`src/rtl/hdlc_tx_ctrl_pkg.sv`:
```
package hdlc_tx_ctrl_pkg;
  typedef enum logic [3:0] {
    ST_OFF,
    ST_RUN,         // enabled, between frames, polling
    ST_FRAME,       // frame on the line
    ST_GDRAIN,      // graceful stop pending end of frame
    ST_ABORT_WAIT,  // abrupt stop, bounded bits still allowed
    ST_ABORT_SEND,  // abort pattern + flush
    ST_FLUSH,       // abrupt stop between frames
    ST_STOPPED,
    ST_GSTOP
  } tx_state_e;
endpackage

```
`src/rtl/hdlc_bit_timer.sv`:
```
module hdlc_bit_timer #(
  parameter int LIMIT = 256
) (
  input  logic clk_i,
  input  logic rst_ni,
  input  logic clr_i,
  input  logic en_i,
  output logic hit_o
);
  localparam int W = (LIMIT > 2) ? $clog2(LIMIT) : 1;
  localparam logic [W-1:0] LAST = W'(LIMIT - 1);

  logic [W-1:0] cnt_q;

  assign hit_o = en_i && !clr_i && (cnt_q == LAST);

  always_ff @(posedge clk_i or negedge rst_ni) begin
    if (!rst_ni)              cnt_q <= '0;
    else if (clr_i || hit_o)  cnt_q <= '0;
    else if (en_i)            cnt_q <= cnt_q + 1'b1;
  end


  hit_single_chk: assert property (@(posedge clk_i) disable iff (!rst_ni)
    hit_o |=> !hit_o);
endmodule

```
`src/rtl/hdlc_tx_fsm.sv`:
```
module hdlc_tx_fsm
  import hdlc_tx_ctrl_pkg::*;
(
  input  logic      clk_i,
  input  logic      rst_ni,
  input  logic      chan_en_i,
  input  logic      stop_i,
  input  logic      gstop_i,
  input  logic      restart_i,
  input  logic      bd_ready_i,
  input  logic      frame_start_i,
  input  logic      frame_end_i,
  input  logic      abort_hit_i,
  input  logic      gsc_clr_i,
  output tx_state_e state_o,
  output logic      gsc_evt_o
);
  tx_state_e state_q, state_d;
  logic      gsc_q;

  always_comb begin
    state_d = state_q;
    if (!chan_en_i) state_d = ST_OFF;
    else begin
      case (state_q)
        ST_OFF: state_d = ST_RUN;
        ST_RUN: begin
          if (stop_i)             state_d = ST_FLUSH;
          else if (gstop_i)       state_d = ST_GSTOP;
          else if (frame_start_i) state_d = ST_FRAME;
        end
        ST_FRAME: begin
          if (stop_i)           state_d = ST_ABORT_WAIT;
          else if (frame_end_i) state_d = gstop_i ? ST_GSTOP : ST_RUN;
          else if (gstop_i)     state_d = ST_GDRAIN;
        end
        ST_GDRAIN: begin
          if (stop_i)           state_d = ST_ABORT_WAIT;
          else if (frame_end_i) state_d = ST_GSTOP;
        end
        ST_ABORT_WAIT: if (abort_hit_i || frame_end_i) state_d = ST_ABORT_SEND;
        ST_ABORT_SEND,
        ST_FLUSH:      state_d = ST_STOPPED;
        ST_STOPPED,
        ST_GSTOP:      if (restart_i && bd_ready_i) state_d = ST_RUN;
        default:       state_d = ST_OFF;
      endcase
    end
  end

  always_ff @(posedge clk_i or negedge rst_ni) begin
    if (!rst_ni) begin
      state_q <= ST_OFF;
      gsc_q   <= 1'b0;
    end else begin
      state_q <= state_d;
      // entry into graceful stop wins over a same-cycle clear
      if (state_d == ST_GSTOP && state_q != ST_GSTOP) gsc_q <= 1'b1;
      else if (gsc_clr_i)                             gsc_q <= 1'b0;
    end
  end

  assign state_o   = state_q;
  assign gsc_evt_o = gsc_q;


  gsc_clear_src_chk: assert property (@(posedge clk_i) disable iff (!rst_ni)
    $fell(gsc_q) |-> $past(gsc_clr_i));
endmodule

```
`src/rtl/hdlc_tx_ctrl.sv`:
```
module hdlc_tx_ctrl
  import hdlc_tx_ctrl_pkg::*;
#(
  parameter int POLL_BITS  = 256,
  parameter int ABORT_BITS = 64
) (
  input  logic clk_i,
  input  logic rst_ni,
  input  logic chan_en_i,
  input  logic stop_i,
  input  logic gstop_i,
  input  logic restart_i,
  input  logic bd_ready_i,
  input  logic tod_i,
  input  logic bit_en_i,
  input  logic frame_start_i,
  input  logic frame_end_i,
  input  logic fill_mode_i,
  input  logic gsc_clr_i,
  output logic poll_req_o,
  output logic fifo_flush_o,
  output logic abort_req_o,
  output logic fill_flags_o,
  output logic fill_idle_o,
  output logic ptr_adv_o,
  output logic gsc_evt_o
);
  tx_state_e state;
  logic      in_run, poll_clr, poll_hit, abort_hit, on_line;

  assign in_run   = (state == ST_RUN);
  assign poll_clr = !in_run || tod_i;

  hdlc_bit_timer #(.LIMIT(POLL_BITS)) u_poll_tmr (
    .clk_i (clk_i),
    .rst_ni(rst_ni),
    .clr_i (poll_clr),
    .en_i  (bit_en_i),
    .hit_o (poll_hit)
  );

  hdlc_bit_timer #(.LIMIT(ABORT_BITS)) u_abort_tmr (
    .clk_i (clk_i),
    .rst_ni(rst_ni),
    .clr_i (state != ST_ABORT_WAIT),
    .en_i  (bit_en_i),
    .hit_o (abort_hit)
  );

  hdlc_tx_fsm u_fsm (
    .clk_i        (clk_i),
    .rst_ni       (rst_ni),
    .chan_en_i    (chan_en_i),
    .stop_i       (stop_i),
    .gstop_i      (gstop_i),
    .restart_i    (restart_i),
    .bd_ready_i   (bd_ready_i),
    .frame_start_i(frame_start_i),
    .frame_end_i  (frame_end_i),
    .abort_hit_i  (abort_hit),
    .gsc_clr_i    (gsc_clr_i),
    .state_o      (state),
    .gsc_evt_o    (gsc_evt_o)
  );

  // frame data or abort pattern occupies the line
  assign on_line = (state == ST_FRAME) || (state == ST_GDRAIN) ||
                   (state == ST_ABORT_WAIT) || (state == ST_ABORT_SEND);

  assign poll_req_o   = in_run && (tod_i || poll_hit);
  assign abort_req_o  = (state == ST_ABORT_SEND);
  assign fifo_flush_o = (state == ST_ABORT_SEND) || (state == ST_FLUSH);
  assign ptr_adv_o    = frame_end_i && !stop_i &&
                        ((state == ST_FRAME) || (state == ST_GDRAIN));
  assign fill_flags_o = !on_line && fill_mode_i;
  assign fill_idle_o  = !on_line && !fill_mode_i;


  abort_single_chk: assert property (@(posedge clk_i) disable iff (!rst_ni)
    abort_req_o |=> !abort_req_o && !poll_req_o);


  fill_after_abort_chk: assert property (@(posedge clk_i) disable iff (!rst_ni)
    abort_req_o |=> (fill_flags_o || fill_idle_o));


  no_poll_after_flush_chk: assert property (@(posedge clk_i) disable iff (!rst_ni)
    fifo_flush_o |=> !poll_req_o && !ptr_adv_o);


  gsc_no_poll_chk: assert property (@(posedge clk_i) disable iff (!rst_ni)
    $rose(gsc_evt_o) |-> !poll_req_o);


  gsc_sticky_chk: assert property (@(posedge clk_i) disable iff (!rst_ni)
    gsc_evt_o && !gsc_clr_i |=> gsc_evt_o);
endmodule

```
`config.mk`:
```
export PLATFORM = sky130hd
export DESIGN_NAME = hdlc_tx_ctrl
export DESIGN_NICKNAME = d
export VERILOG_FILES = /design/src/rtl/hdlc_tx_ctrl_pkg.sv /design/src/rtl/hdlc_bit_timer.sv /design/src/rtl/hdlc_tx_fsm.sv /design/src/rtl/hdlc_tx_ctrl.sv
export SDC_FILE = /design/constraint.sdc
export NUM_CORES = 1
export LEC_CHECK = 0
export BUFFER_PORTS_ARGS = -buffer_cell sky130_fd_sc_hd__clkbuf_2
export CAP_MARGIN = 20
export CORE_ASPECT_RATIO = 1.1
export CORE_UTILIZATION = 49
export CTS_CLUSTER_SIZE = 8
export DETAILED_ROUTE_END_ITERATION = 8
export PLACE_DENSITY_LB_ADDON = 0.05
export SYNTH_ARGS = -nofsm -noshare
export SYNTH_HDL_FRONTEND = slang
export SYNTH_HIERARCHICAL = 1
export SYNTH_SLANG_ARGS = --single-unit
```
`constraint.sdc`:
```
create_clock -name clk_i -period 2.1 [get_ports clk_i]
set_clock_uncertainty 0.2 [all_clocks]
set_input_delay 0.21 -clock clk_i [delete_from_list [all_inputs] [get_ports clk_i]]
set_output_delay 0.21 -clock clk_i [all_outputs]
set_load 0.02 [all_outputs]
```
# Word level (Yosys, flattened, before mapping)
# Index checks and enable logic that the tools add are counted.
[word_totals] register_bits=19 output_inout_bits=7 wordCells=70
[classes] n_addsub=2 n_eq_ne=13 muxes=19 reduce_logical=32
[op_table] cell="$mux 4" count=12
[op_table] cell="$pmux 4 s7" count=1
[op_table] cell="$eq 4x3->1 const B" count=4
[op_table] cell="$mux 8" count=2
[op_table] cell="$mux 6" count=2
[op_table] cell="$logic_and 1x1->1" count=11
[op_table] cell="$logic_or 1x1->1" count=9
[op_table] cell="$add 8x1->8 const B" count=1
[op_table] cell="$eq 4x2->1 const B" count=2
[op_table] cell="$eq 4x4->1 const B" count=2
[op_table] cell="$eq 8x8->1 const B" count=1
[op_table] cell="$add 6x1->6 const B" count=1
[op_table] cell="$eq 6x6->1 const B" count=1
[op_table] cell="$logic_not 1->1" count=6
[op_table] cell="$reduce_bool 2->1" count=3
[op_table] cell="$eq 4x1->1 const B" count=1
[op_table] cell="$logic_not 4->1" count=1
[op_table] cell="$ne 4x3->1 const B" count=1
[op_table] cell="$ne 4x4->1 const B" count=1
[op_table] cell="$reduce_or 2->1" count=2
[op_table] cell="$mux 1" count=2

# Logic depth before layout (Yosys ltp)
# Gate-level depths: netlist of the first run.
[logic_depth] depth_word=11 depth_mapped=7 mapped_depth_nobuf=7

# By module
# The synthesis of the first run kept the hierarchy.
[modules_own_cells] mod="hdlc_bit_timer at u_poll_tmr" instances=1 cells_each=44 area_each_um2=441.7 seq_area_each_um2=200.2
[modules_own_cells] mod="hdlc_tx_fsm" instances=1 cells_each=45 area_each_um2=357.8 seq_area_each_um2=125.1
[modules_own_cells] mod="hdlc_bit_timer at u_abort_tmr" instances=1 cells_each=27 area_each_um2=289.0 seq_area_each_um2=150.1
[modules_own_cells] mod="hdlc_tx_ctrl" instances=1 cells_each=15 area_each_um2=95.1 seq_area_each_um2=0.0

# Least setup slack after synthesis of the first run
# No wires, ideal clock.
[synth_path] path_kind="flip-flop to output port" start="register u_fsm.state_q[2], in the netlist u_fsm/state_o[2]" end="output port poll_req_o" t_arrival_ps=2094 slack_ps=-404 stages_incl_launch_ff=6 n_path_buf=1 cell_sequence="dfrtp_1 -> or4_1 -> buf_2 -> nor3_1 -> nor2_1 -> nor4_1"
[synth_between] elab_chain_cells=8
[synth_lines] item="from (decl)" line="hdlc_tx_fsm.sv:18" text="tx_state_e state_q, state_d;"
[synth_lines] item="from (signal assigned)" line="hdlc_tx_fsm.sv:56" text="state_q <= state_d;"
[synth_lines] item="$eq 4x1->1" line="hdlc_tx_ctrl.sv:31" text="assign in_run = (state == ST_RUN);"
[synth_lines] item="$logic_not 1->1" line="hdlc_tx_ctrl.sv:32" text="assign poll_clr = !in_run || tod_i;"
[synth_lines] item="$logic_or 1x1->1" line="hdlc_tx_ctrl.sv:32"
[synth_lines] item="named net poll_clr" line="hdlc_tx_ctrl.sv:29" text="logic in_run, poll_clr, poll_hit, abort_hit, on_line;"
[synth_lines] item="$logic_not 1->1" line="hdlc_bit_timer.sv:15" text="assign hit_o = en_i && !clr_i && (cnt_q == LAST);"
[synth_lines] item="$logic_and 1x1->1 (2 in series)" line="hdlc_bit_timer.sv:15"
[synth_lines] item="named net poll_hit" line="hdlc_tx_ctrl.sv:29"
[synth_lines] item="$logic_or 1x1->1" line="hdlc_tx_ctrl.sv:70" text="assign poll_req_o = in_run && (tod_i || poll_hit);"
[synth_lines] item="$logic_and 1x1->1" line="hdlc_tx_ctrl.sv:70"
[synth_lines] item="to (decl)" line="hdlc_tx_ctrl.sv:20" text="output logic poll_req_o,"
# The timed path passes the listed nets, and every way through them passes these cells.

# Worst setup path in the final report of the first run
[layout_path] start="register u_fsm.state_q[1], in the netlist u_fsm/state_o[1]" end="output port poll_req_o"
# Same word-level chain as after synthesis.

==> impl_results.md, run 1 <==
* Initial antenna violation count at 0
* Highest clock rate at 464 MHz
* Clock sink total at 19
* Net Count, Synth at 146
* Initial drt markers at 26
* Filler instances at 187
* Number of flops mapped to enable cells by yosys at 0
* Sequential area share after synthesis at 0.402
* Relative slew slack at 0.698
* Slowest stage cell on the critical path: or4_4
* Largest fanout on the critical path at 2
* Vias after detailed routing at ~1,100
* Slowest stage delay, CP at between 0.4 and 0.5 ns
* Violated checks: setup timing
* Pin count of the biggest net entering global routing at 20
* Fin Hold WS at 0.0477 ns
* Final Wtd Congestion at 0.775
* Final setup vio count at 1
* Residual DRC at 0
* Fin crit share at 1.03
* Via-to-Cell Ratio at approximately 5.6
* Detail Route Antenna Nets at 0
* Full die area at 2620 um2
* Chip width at 48.9 um
* Max Slew Vio Count at 0
* Yosys warns at 6
* First-pass GRT wire length at around 4 mm
* Critical Path AT at approximately 1.7 ns
* Fraction of layout cells with a size suffix above 1 at 0.301
* Nets at 179
* VDD IR max at 424 uV
* Leakage power at 0.642 nW
* DIE HEIGHT at 53.5 um
* Dpl hpwl at roughly 1.8 mm
* Clk root buf: clkbuf_4
* Crit path launch type: register
* Post-synth ARST share at 1.00
* Top delay family on crit path: simple AND/OR/NAND/NOR gates
* Commonest non-fill, non-tap cell in the layout: clkbuf_2
* Commonest cells after routing, fill and taps aside: clkbuf_2 (18), dfrtp_1 (16), nand2_1 (11), buf_4 (11), nor2_1 (10)
* Unrepaired setup endpoints after global routing: true
* CTS Buffer Depth at 2
* Min Tclk post-route at ~2.2 ns
* Final Hold Viols at 0
* CP Cell Sequence: nand2b_4 -> or4_4 -> nor3_4 -> nor2_2 -> nor4_4 -> buf_4
* Synth Flop Type: dfrtp_1
* Worst Path Buf+Inv at 1
* Worst-Margin Slew at 0.454 ns
* Synth Instances at 131
* Crit. End Element: output port
* Post-synthesis cell area at 1180 um2
* Syn_area_per_cell at 9.04 um2
* Detailed-route wire length at ~2.5 mm
* GRT Total Usage at 0.205
* Area grow syn2layout at 25.9%
* Skew-Pair Late Insertion Delay at 0.29 ns
* Grt ovf at 0
* First drt pass iteration count at 4
* H-tree depth at 1
* Diodes inserted at 0
* Core box area at approximately 2300 um2
* Synth unique cells at 39
* TritonCTS clock tree: built
* Initial core utilization at 0.520
* Max-cap violations at 0
* I/O Buffers at 19
* Wire per inst at around 13 um
* CP required at about 1.7 ns
* Row count at 18
* Power per standard cell area at 622 nW/um2
* Worst min path class: in2reg
* Final worst slack at -0.0540 ns
* CTS Buf Count at 3
* Status: finished, violations left
* Clock slew at reported path FFs at 0.10 ns
* Synth Register Bits at 19
* Crit path kind: reg2out
* # IOs at 20
* Vias in the first global route at 1,000
* Tot Pwr at 928 uW
routing by layer:
metal | global-route usage | share of wire | up-vias
met5 | 0 | 0 | -
met4 | 0.0735 | 0.0040 | 0
met3 | 0.0367 | 0.019 | 2
met2 | 0.370 | 0.51 | 17
met1 | 0.250 | 0.46 | 509
li1 | - | - | 552
area by class of cell:
type / instances / area, um2 / area share
flip-flops and latches: 19 / 479 / 0.322
multi-input cells: 104 / 726 / 0.487
inverters: 4 / 15.0 / 0.0101
clock inverters: 1 / 7.51 / 0.00504
repair buffers: 32 / 203 / 0.136
well taps: 30 / 37.5 / 0.0252
clock buffers: 3 / 22.5 / 0.0151
power breakdown:
group	internal [mW]	total (mW)	switching, mW
Clock	0.0723	0.182	0.110
Combinational	0.141	0.340	0.199
Sequential	0.387	0.405	0.0173
Total	0.601	0.928	0.326
cells by family (layout without fill, tap and decap cells):
kind of cell | Yosys count | after routing | share of synthesized area
adder cells (fa/ha/maj) | 2 | 2 | 0.0211
buffers and inverters | 8 | 40 | 0.0317
AND/OR/NAND/NOR | 58 | 58 | 0.289
XOR/XNOR | 9 | 9 | 0.0666
AO/OA/AOI/OAI | 34 | 34 | 0.182
multiplexers | 1 | 1 | 0.00846
flip-flops | 19 | 19 | 0.402
through the flow:
step	area [um2]	instances	util	setup slack [ns]	TNS, ns
3_5_place_dp	1370	183	0.603	0.0576	0
2_1_floorplan	1220	131	-	-0.0700	-0.0700
4_1_cts	1470	193	0.645	-0.158	-0.158
6_report	1490	193	0.655	-0.0540	-0.0540
3_3_place_gp	1370	183	0.603	0.113	0
5_1_grt	1490	193	0.655	-0.144	-0.144
worst register-to-register path, stage by stage (launching register included):
cell and delay (ns):
dfrtp_2 0.41, buf_4 0.13, nand2b_1 0.18, or3_4 0.38, nor3_4 0.15, nor4_2 0.06, nand2_1 0.07, a31oi_1 0.09
a31oi_1 0.18
repair_timing:
action | CTS | global route
gates resized for setup | 3 | 6
setup buffers | 3 | 0
pin swaps | 4 | 4
setup endpoints to repair | 1 | 2
hold buffers | 3 | 0
hold endpoints to repair | 22 | 0
state kept, by name, summed over array words and instances (netlist names):
signal	flops
u_fsm/state_o	4
u_fsm/gsc_evt_o	1
u_abort_tmr/cnt_q	6
u_poll_tmr/cnt_q	8
cells in the mapped netlist (all sizes together) (2+ instances only):
library cell / count / area (um2)
nand2: 11 / 41.3
ha: 2 / 25.0
a21oi: 9 / 48.8
nor3: 7 / 35.0
nor2: 11 / 41.3
a31oi: 3 / 18.8
or3: 4 / 25.0
buf: 4 / 22.5
nand3: 3 / 15.0
nand3b: 3 / 22.5
o211ai: 3 / 22.5
xor2: 7 / 61.3
inv: 4 / 15.0
nand2b: 5 / 38.8
o21ai: 10 / 50.0
nor4: 4 / 25.0
dfrtp: 19 / 475
xnor2: 2 / 17.5
nand4: 4 / 46.3
o2111ai: 3 / 26.3
path summary, 6_finish.rpt:
path / end / startpoint / cells past startpoint / slack (ns)
worst min-delay path: u_fsm/state_o[2]$_DFF_PN0_ / stop_i / 3 / 0.05
max in group asynchronous: u_fsm/state_o[3]$_DFF_PN0_ / rst_ni / 2 / 1.17
worst min register to register: u_fsm/gsc_evt_o$_DFFE_PN0P_ / u_fsm/gsc_evt_o$_DFFE_PN0P_ / 2 / 0.33
worst max register to register: u_fsm/state_o[0]$_DFF_PN0_ / u_fsm/state_o[3]$_DFF_PN0_ / 8 / 0.17
worst max-delay path: poll_req_o / u_fsm/state_o[1]$_DFF_PN0_ / 6 / -0.05
min in group asynchronous: u_poll_tmr/cnt_q[5]$_DFFE_PN0P_ / rst_ni / 2 / 0.18
Note: power is estimated with default switching activity, not from simulation.
==> inputs of run 2 (changes only) <==
==> constraint.sdc (replaced) <==
create_clock -name clk_i -period 1.9 [get_ports clk_i]
set_clock_uncertainty 0.2 [all_clocks]
set_input_delay 0.19 -clock clk_i [delete_from_list [all_inputs] [get_ports clk_i]]
set_output_delay 0.19 -clock clk_i [all_outputs]
set_load 0.02 [all_outputs]
==> run 2 against run 1 <==
The run still ends with setup timing left. Wire length increased by 18%. Power grew 17%. Sequential cell count is the same. Cell count is 4.1% higher. Combinational power grew 31%. Critical path type unchanged. Largest cell class unchanged. Largest power group is now combinational cells.
==> impl_results.md, run 2 (synthesis gave the netlist of run 1 again) <==
* DIE HEIGHT at 53.5 um (unchanged)
* Violated checks: setup timing
* VDD IR max at 487 uV (+15%)
* Initial antenna violation count at 0 (unchanged)
* Worst Path Buf+Inv at 1 (unchanged)
* Post-place setup slack at -0.117 ns (-0.174 ns)
* Detail Route Antenna Nets at 0 (unchanged)
* Skew-Pair Late Insertion Delay at 0.28 ns (about the same)
* Wire per inst at 14.5 um (+13%)
* First-pass GRT wire length at 4.73 mm (+15%)
* Full die area at 2620 um2 (unchanged)
* Initial core utilization at 0.520 (unchanged)
* CP Cell Sequence: or4_4 -> nor3_4 -> nor2_2 -> nor4_4 -> buf_4
* Chip width at 48.9 um (unchanged)
* Unrepaired setup endpoints after global routing: true
* Worst min path class: in2reg
* Nets at 187 (+4.5%)
* Clock slew at reported path FFs at 0.10 ns (about the same)
* Dpl hpwl at 1.96 mm (+8.6%)
* Initial drt markers at 12 (-54%)
* Final setup vio count at 7 (+6)
* Largest fanout on the critical path at 2 (unchanged)
* Area grow syn2layout at 36.0%
* Final Hold Viols at 0 (unchanged)
* GRT Total Usage at 0.244 (+0.0384)
* H-tree depth at 1 (unchanged)
* Hold Crit Start: stop_i
* Max Slew Vio Count at 0 (unchanged)
* Commonest cells after routing, fill and taps aside: buf_4 (17), dfrtp_1 (17), clkbuf_2 (14)
* Final TNS setup at -0.577 ns (-0.523 ns)
* Vias after detailed routing at 1,143 (+5.8%)
* Worst R2R Path Depth at 9 (+1)
* Detailed-route wire length at 2.91 mm (+18%)
* Placed inst area at 1420 um2 (+3.3%)
* Core box area at 2270 um2 (unchanged)
* Hold depth at 3 (unchanged)
* Worst min-delay path endpoint: u_fsm/state_o[2]$_DFF_PN0_
* Fin Hold WS at 0.0803 ns (+0.0327 ns)
* Crit. End Element: output port
* Top delay family on crit path: simple AND/OR/NAND/NOR gates
* Relative slew slack at 0.689 (-0.00901)
* Slowest stage delay, CP at 0.55 ns (+0.11 ns)
* Highest clock rate at 468 MHz
* Power per standard cell area at 674 nW/um2 (+8.3%)
* Clock sink total at 19 (unchanged)
* Crit path launch type: register
* Diodes inserted at 0 (unchanged)
* Leakage power at 0.694 nW (+8.1%)
* Largest Register: u_poll_tmr/cnt_q
* Fraction of layout cells with a size suffix above 1 at 0.357 (+0.0561)
* CP required at 1.51 ns (-0.18 ns)
* Residual DRC at 0 (unchanged)
* TritonCTS clock tree: built
* Register-to-register setup slack at -0.13 ns (-0.30 ns)
* Fin crit share at 1.13
* Status: finished, violations left
* Final worst slack at -0.238 ns (-0.184 ns)
* Worst-Margin Slew at 0.467 ns (+0.0135 ns)
* Grt ovf at 0 (unchanged)
* First drt pass iteration count at 4 (unchanged)
* RR Endpoint: u_fsm/state_o[0]$_DFF_PN0_
* CTS Buf Count at 3 (unchanged)
* Slowest stage cell on the critical path: or4_4
* Final Cell Area at 1610 um2 (+8.1%)
* Row count at 18 (unchanged)
* Max-cap violations at 0 (unchanged)
* Via-to-Cell Ratio at 5.69 (+1.6%)
* Clk root buf: clkbuf_4
* Crit path kind: reg2out
* Pin count of the biggest net entering global routing at 20 (unchanged)
* CTS Buffer Depth at 2 (unchanged)
* Critical Path AT at 1.75 ns (about the same)
* I/O Buffers at 19 (unchanged)
* Min Tclk post-route at 2.14 ns
* # IOs at 20 (unchanged)
* Core Util, Final at 0.708 (+0.0528)
* Max FFs per register at 8 (unchanged)
* RR Startpoint: u_fsm/state_o[3]$_DFF_PN0_
* Vias in the first global route at 1,132 (+13%)
* Final Wtd Congestion at 0.832 (+7.3%)
run 2: changes by cell type in the layout (fill, tap and decap cells not counted), sizes merged:
cell | previous run | this run
clkinvlp | 1 | 0
buf | 11 | 22
clkbuf | 21 | 19
run 2: worst max-delay path by stage:
stage / startpoint / to / slack (ns) / cells after the start
2_1_floorplan: u_fsm/state_o[1]$_DFF_PN0_ / poll_req_o / -0.25 / 6
4_1_cts: u_fsm/state_o[1]$_DFF_PN0_ / poll_req_o / -0.33 / 6
5_1_grt: u_fsm/state_o[3]$_DFF_PN0_ / poll_req_o / -0.33 / 5
3_5_place_dp: u_fsm/state_o[1]$_DFF_PN0_ / u_poll_tmr/cnt_q[7]$_DFFE_PN0P_ / -0.12 / 6
3_3_place_gp: u_fsm/state_o[1]$_DFF_PN0_ / poll_req_o / -0.04 / 6
6_report: u_fsm/state_o[3]$_DFF_PN0_ / poll_req_o / -0.24 / 5
run 2: repair_timing:
| item | in CTS | in global routing |
|---|---|---|
| hold endpoints to repair | 22 | 0 |
| hold buffers | 3 | 0 |
| endpoints found under the setup margin | 6 | 15 |
| pin swaps | 6 | 11 |
| resized for setup | 9 | 18 |
| buffers inserted | 3 | 4 |
run 2: through the flow:
step / total power [mW] / instances
after floorplan: 0.689 / 131
after global placement: 0.805 / 189
after detailed placement: 0.815 / 189
after CTS: 1.05 / 199
after global routing: 1.16 / 201
final: 1.09 / 201
run 2: worst reg2reg max path, stage by stage (launching register included):
cell and delay, ns:
dfrtp_2 0.42, buf_4 0.13, buf_6 0.10, nand2b_4 0.13, or3_4 0.41, nor3_4 0.20, nor4_2 0.06, nand2_1 0.06
a31oi_1 0.07, a31oi_1 0.18
run 2: area by class of cell:
| type | instances | area [um2] |
|---|---|---|
| Inverter | 4 | 15.0 |
| Tap cell | 30 | 37.5 |
| Multi-Input combinational cell | 104 | 768 |
| Fill cell | 182 | 664 |
| Timing Repair Buffer | 40 | 285 |
| Clock buffer | 4 | 26.3 |
| Sequential cell | 19 | 478 |
run 2: power by group:
part	internal (mW)	leakage (nW)	switching, mW	total, mW
logic	0.198	0.420	0.249	0.447
clock network	0.0814	0.0150	0.112	0.194
registers	0.428	0.259	0.0174	0.445
total	0.707	0.694	0.379	1.09
run 2: layer usage:
| layer | up-vias | track usage | share of wire |
|---|---|---|---|
| met4 | 0 | 0.118 | 0.0058 |
| met3 | 2 | 0.0367 | 0.014 |
| met2 | 14 | 0.461 | 0.54 |
| li1 | 567 | - | - |
| met5 | - | 0 | 0 |
| met1 | 560 | 0.274 | 0.44 |
==> inputs of run 3 (changes only) <==
--- a/config.mk
+++ b/config.mk
@@ -11,6 +11,7 @@
 export CORE_UTILIZATION = 49
 export CTS_CLUSTER_SIZE = 8
 export DETAILED_ROUTE_END_ITERATION = 8
+export MAX_ROUTING_LAYER = met4
 export PLACE_DENSITY_LB_ADDON = 0.05
 export SYNTH_ARGS = -nofsm -noshare
 export SYNTH_HDL_FRONTEND = slang
==> run 3 against run 2 <==
Worst setup slack worse by 0.0017 ns. Worst hold slack better by 0.00074 ns. Count of clock-buffer cells in the layout did not move. Largest power group unchanged. The run still ends with setup timing left. Critical endpoint unchanged. Sequential power about the same. Die area unchanged. Largest cell class unchanged. Combinational power about the same. Register-to-register slack barely moved. Fmax about the same. Wire length fell by 0.14%. Non-clock buffer count is the same.
==> impl_results.md, run 3 (synthesis gave the netlist of run 1 again) <==
* Critical Path AT at 1.75 ns (about the same)
* M1 GR Usage at 0.268 (-0.00541)
* Met3 Use GR at 0.0367 (unchanged)
* # IOs at 20 (unchanged)
* First-pass GRT wire length at 4.72 mm (-0.30%)
* Vias after detailed routing at 1,152 (+0.79%)
* Skew-Pair Late Insertion Delay at 0.28 ns (about the same)
* VDD IR max at 489 uV (+0.33%)
* Row count at 18 (unchanged)
* H-tree depth at 1 (unchanged)
* Full die area at 2620 um2 (unchanged)
* Chip width at 48.9 um (unchanged)
* Vias in the first global route at 1,138 (+0.53%)
* Fraction of layout cells with a size suffix above 1 at 0.357 (unchanged)
* CP required at 1.51 ns (about the same)
* Violated checks: setup timing
* Residual DRC at 0 (unchanged)
* Fin Hold WS at 0.0811 ns (+0.000743 ns)
* Crit path kind: reg2out
* CTS Buffer Depth at 2 (unchanged)
* Grt ovf at 0 (unchanged)
* First drt pass iteration count at 4 (unchanged)
* Min Tclk post-route at 2.14 ns (+0.00170 ns)
* Unrepaired setup endpoints after global routing: true
* Nets at 187 (unchanged)
* Leakage power at 0.694 nW (unchanged)
* Final worst slack at -0.240 ns (-0.00170 ns)
* Worst Path Buf+Inv at 1 (unchanged)
* Largest fanout on the critical path at 2 (unchanged)
* Met2 Use GR at 0.463 (+0.00231)
* I/O Buffers at 19 (unchanged)
* Crit path launch type: register
* Core Util, Final at 0.708 (unchanged)
* Fin crit share at 1.13 (about the same)
* Highest clock rate at 467 MHz (about the same)
* Worst-Margin Slew at 0.469 ns (+0.00140 ns)
* Initial drt markers at 19 (+7)
* Max FFs per register at 8 (unchanged)
* CTS Buf Count at 3 (unchanged)
* Final setup vio count at 7 (unchanged)
* Worst min path class: in2reg
* Crit. End Element: output port
* Max-cap violations at 0 (unchanged)
* Relative slew slack at 0.688 (-0.000935)
* Clock slew at reported path FFs at 0.10 ns (about the same)
* Final Wtd Congestion at 0.845 (+1.5%)
* Status: finished, violations left
* Initial core utilization at 0.520 (unchanged)
* Max Slew Vio Count at 0 (unchanged)
* Wire per inst at 14.5 um (-0.14%)
* Largest Register: u_poll_tmr/cnt_q
* Clock sink total at 19 (unchanged)
* Pin count of the biggest net entering global routing at 20 (unchanged)
* DIE HEIGHT at 53.5 um (unchanged)
* Core box area at 2270 um2 (unchanged)
* CP Cell Sequence: or4_4 -> nor3_4 -> nor2_2 -> nor4_4 -> buf_4
* Top delay family on crit path: simple AND/OR/NAND/NOR gates
* Via-to-Cell Ratio at 5.73 (+0.79%)
* Commonest cells after routing, fill and taps aside: buf_4 (17), dfrtp_1 (17), clkbuf_2 (14)
* Final Hold Viols at 0 (unchanged)
* Diodes inserted at 0 (unchanged)
* Slowest stage cell on the critical path: or4_4
* Slowest stage delay, CP at 0.55 ns (about the same)
* Clk root buf: clkbuf_4
* Detailed-route wire length at 2.91 mm (-0.14%)
* GRT Total Usage at 0.250 (+0.00627)
* Dpl hpwl at 1.96 mm (unchanged)
* Initial antenna violation count at 0 (unchanged)
* Area grow syn2layout at 36.0% (unchanged)
* GR peak layer: met2
* Power per standard cell area at 674 nW/um2 (about the same)
* Detail Route Antenna Nets at 0 (unchanged)
* TritonCTS clock tree: built
[run 3: cell counts in the layout (fill, tap and decap cells not counted)]
Identical to the previous run, type by type.
[run 3: power by group]
part | internal (mW) | switching [mW]
logic | 0.198 | 0.249
clock network | 0.0814 | 0.112
registers | 0.428 | 0.0172
[run 3: metal layers]
metal | share of wire | wire length, um
met1 | 0.43 | 1260
met2 | 0.54 | 1580
met3 | 0.016 | 46
met4 | 0.0059 | 17
met5 | 0 | 0
[run 3: worst paths after layout]
kind,from,slack (ns),to,cells after the start
worst max-delay path,u_fsm/state_o[3]$_DFF_PN0_,-0.24,poll_req_o,5
worst min-delay path,stop_i,0.08,u_fsm/gsc_evt_o$_DFFE_PN0P_,4
worst max register to register,u_fsm/state_o[3]$_DFF_PN0_,-0.13,u_fsm/state_o[0]$_DFF_PN0_,9
worst min register to register,u_fsm/gsc_evt_o$_DFFE_PN0P_,0.35,u_fsm/gsc_evt_o$_DFFE_PN0P_,2
max in group asynchronous,rst_ni,0.98,u_fsm/state_o[3]$_DFF_PN0_,2
min in group asynchronous,rst_ni,0.18,u_poll_tmr/cnt_q[5]$_DFFE_PN0P_,2
[run 3: worst register-to-register path, cell delays in order (launching register included)]
cell and delay, ns:
dfrtp_2 0.42, buf_4 0.13, buf_6 0.10, nand2b_4 0.13, or3_4 0.41, nor3_4 0.20
nor4_2 0.06, nand2_1 0.06, a31oi_1 0.07, a31oi_1 0.18
[run 3: repair_timing]
item                                    in CTS  in global routing
hold buffers                                 3                  0
endpoints found under the setup margin       6                 15
setup buffers                                3                  4
gates resized for setup                      9                 18
hold endpoints to repair                    22                  0
gates cloned                                 0                  0
pin swaps                                    6                 11
[run 3: metrics by stage]
step | total power, mW | setup TNS [ns] | cell area (um2) | instances | setup slack (ns)
after floorplan | 0.689 | -0.322 | 1220 | 131 | -0.250
after global placement | 0.805 | -0.0459 | 1420 | 189 | -0.0364
after detailed placement | 0.815 | -0.430 | 1420 | 189 | -0.117
after CTS | 1.05 | -0.434 | 1530 | 199 | -0.326
after global routing | 1.16 | -1.24 | 1610 | 201 | -0.333
final | 1.09 | -0.590 | 1610 | 201 | -0.240
[run 3: cell type report]
cell class	instances	area, um2
clock buffers	4	26.3
fillers	182	664
inverters	4	15.0
multi-input cells	104	768
flip-flops and latches	19	478
well taps	30	37.5
repair buffers	40	285
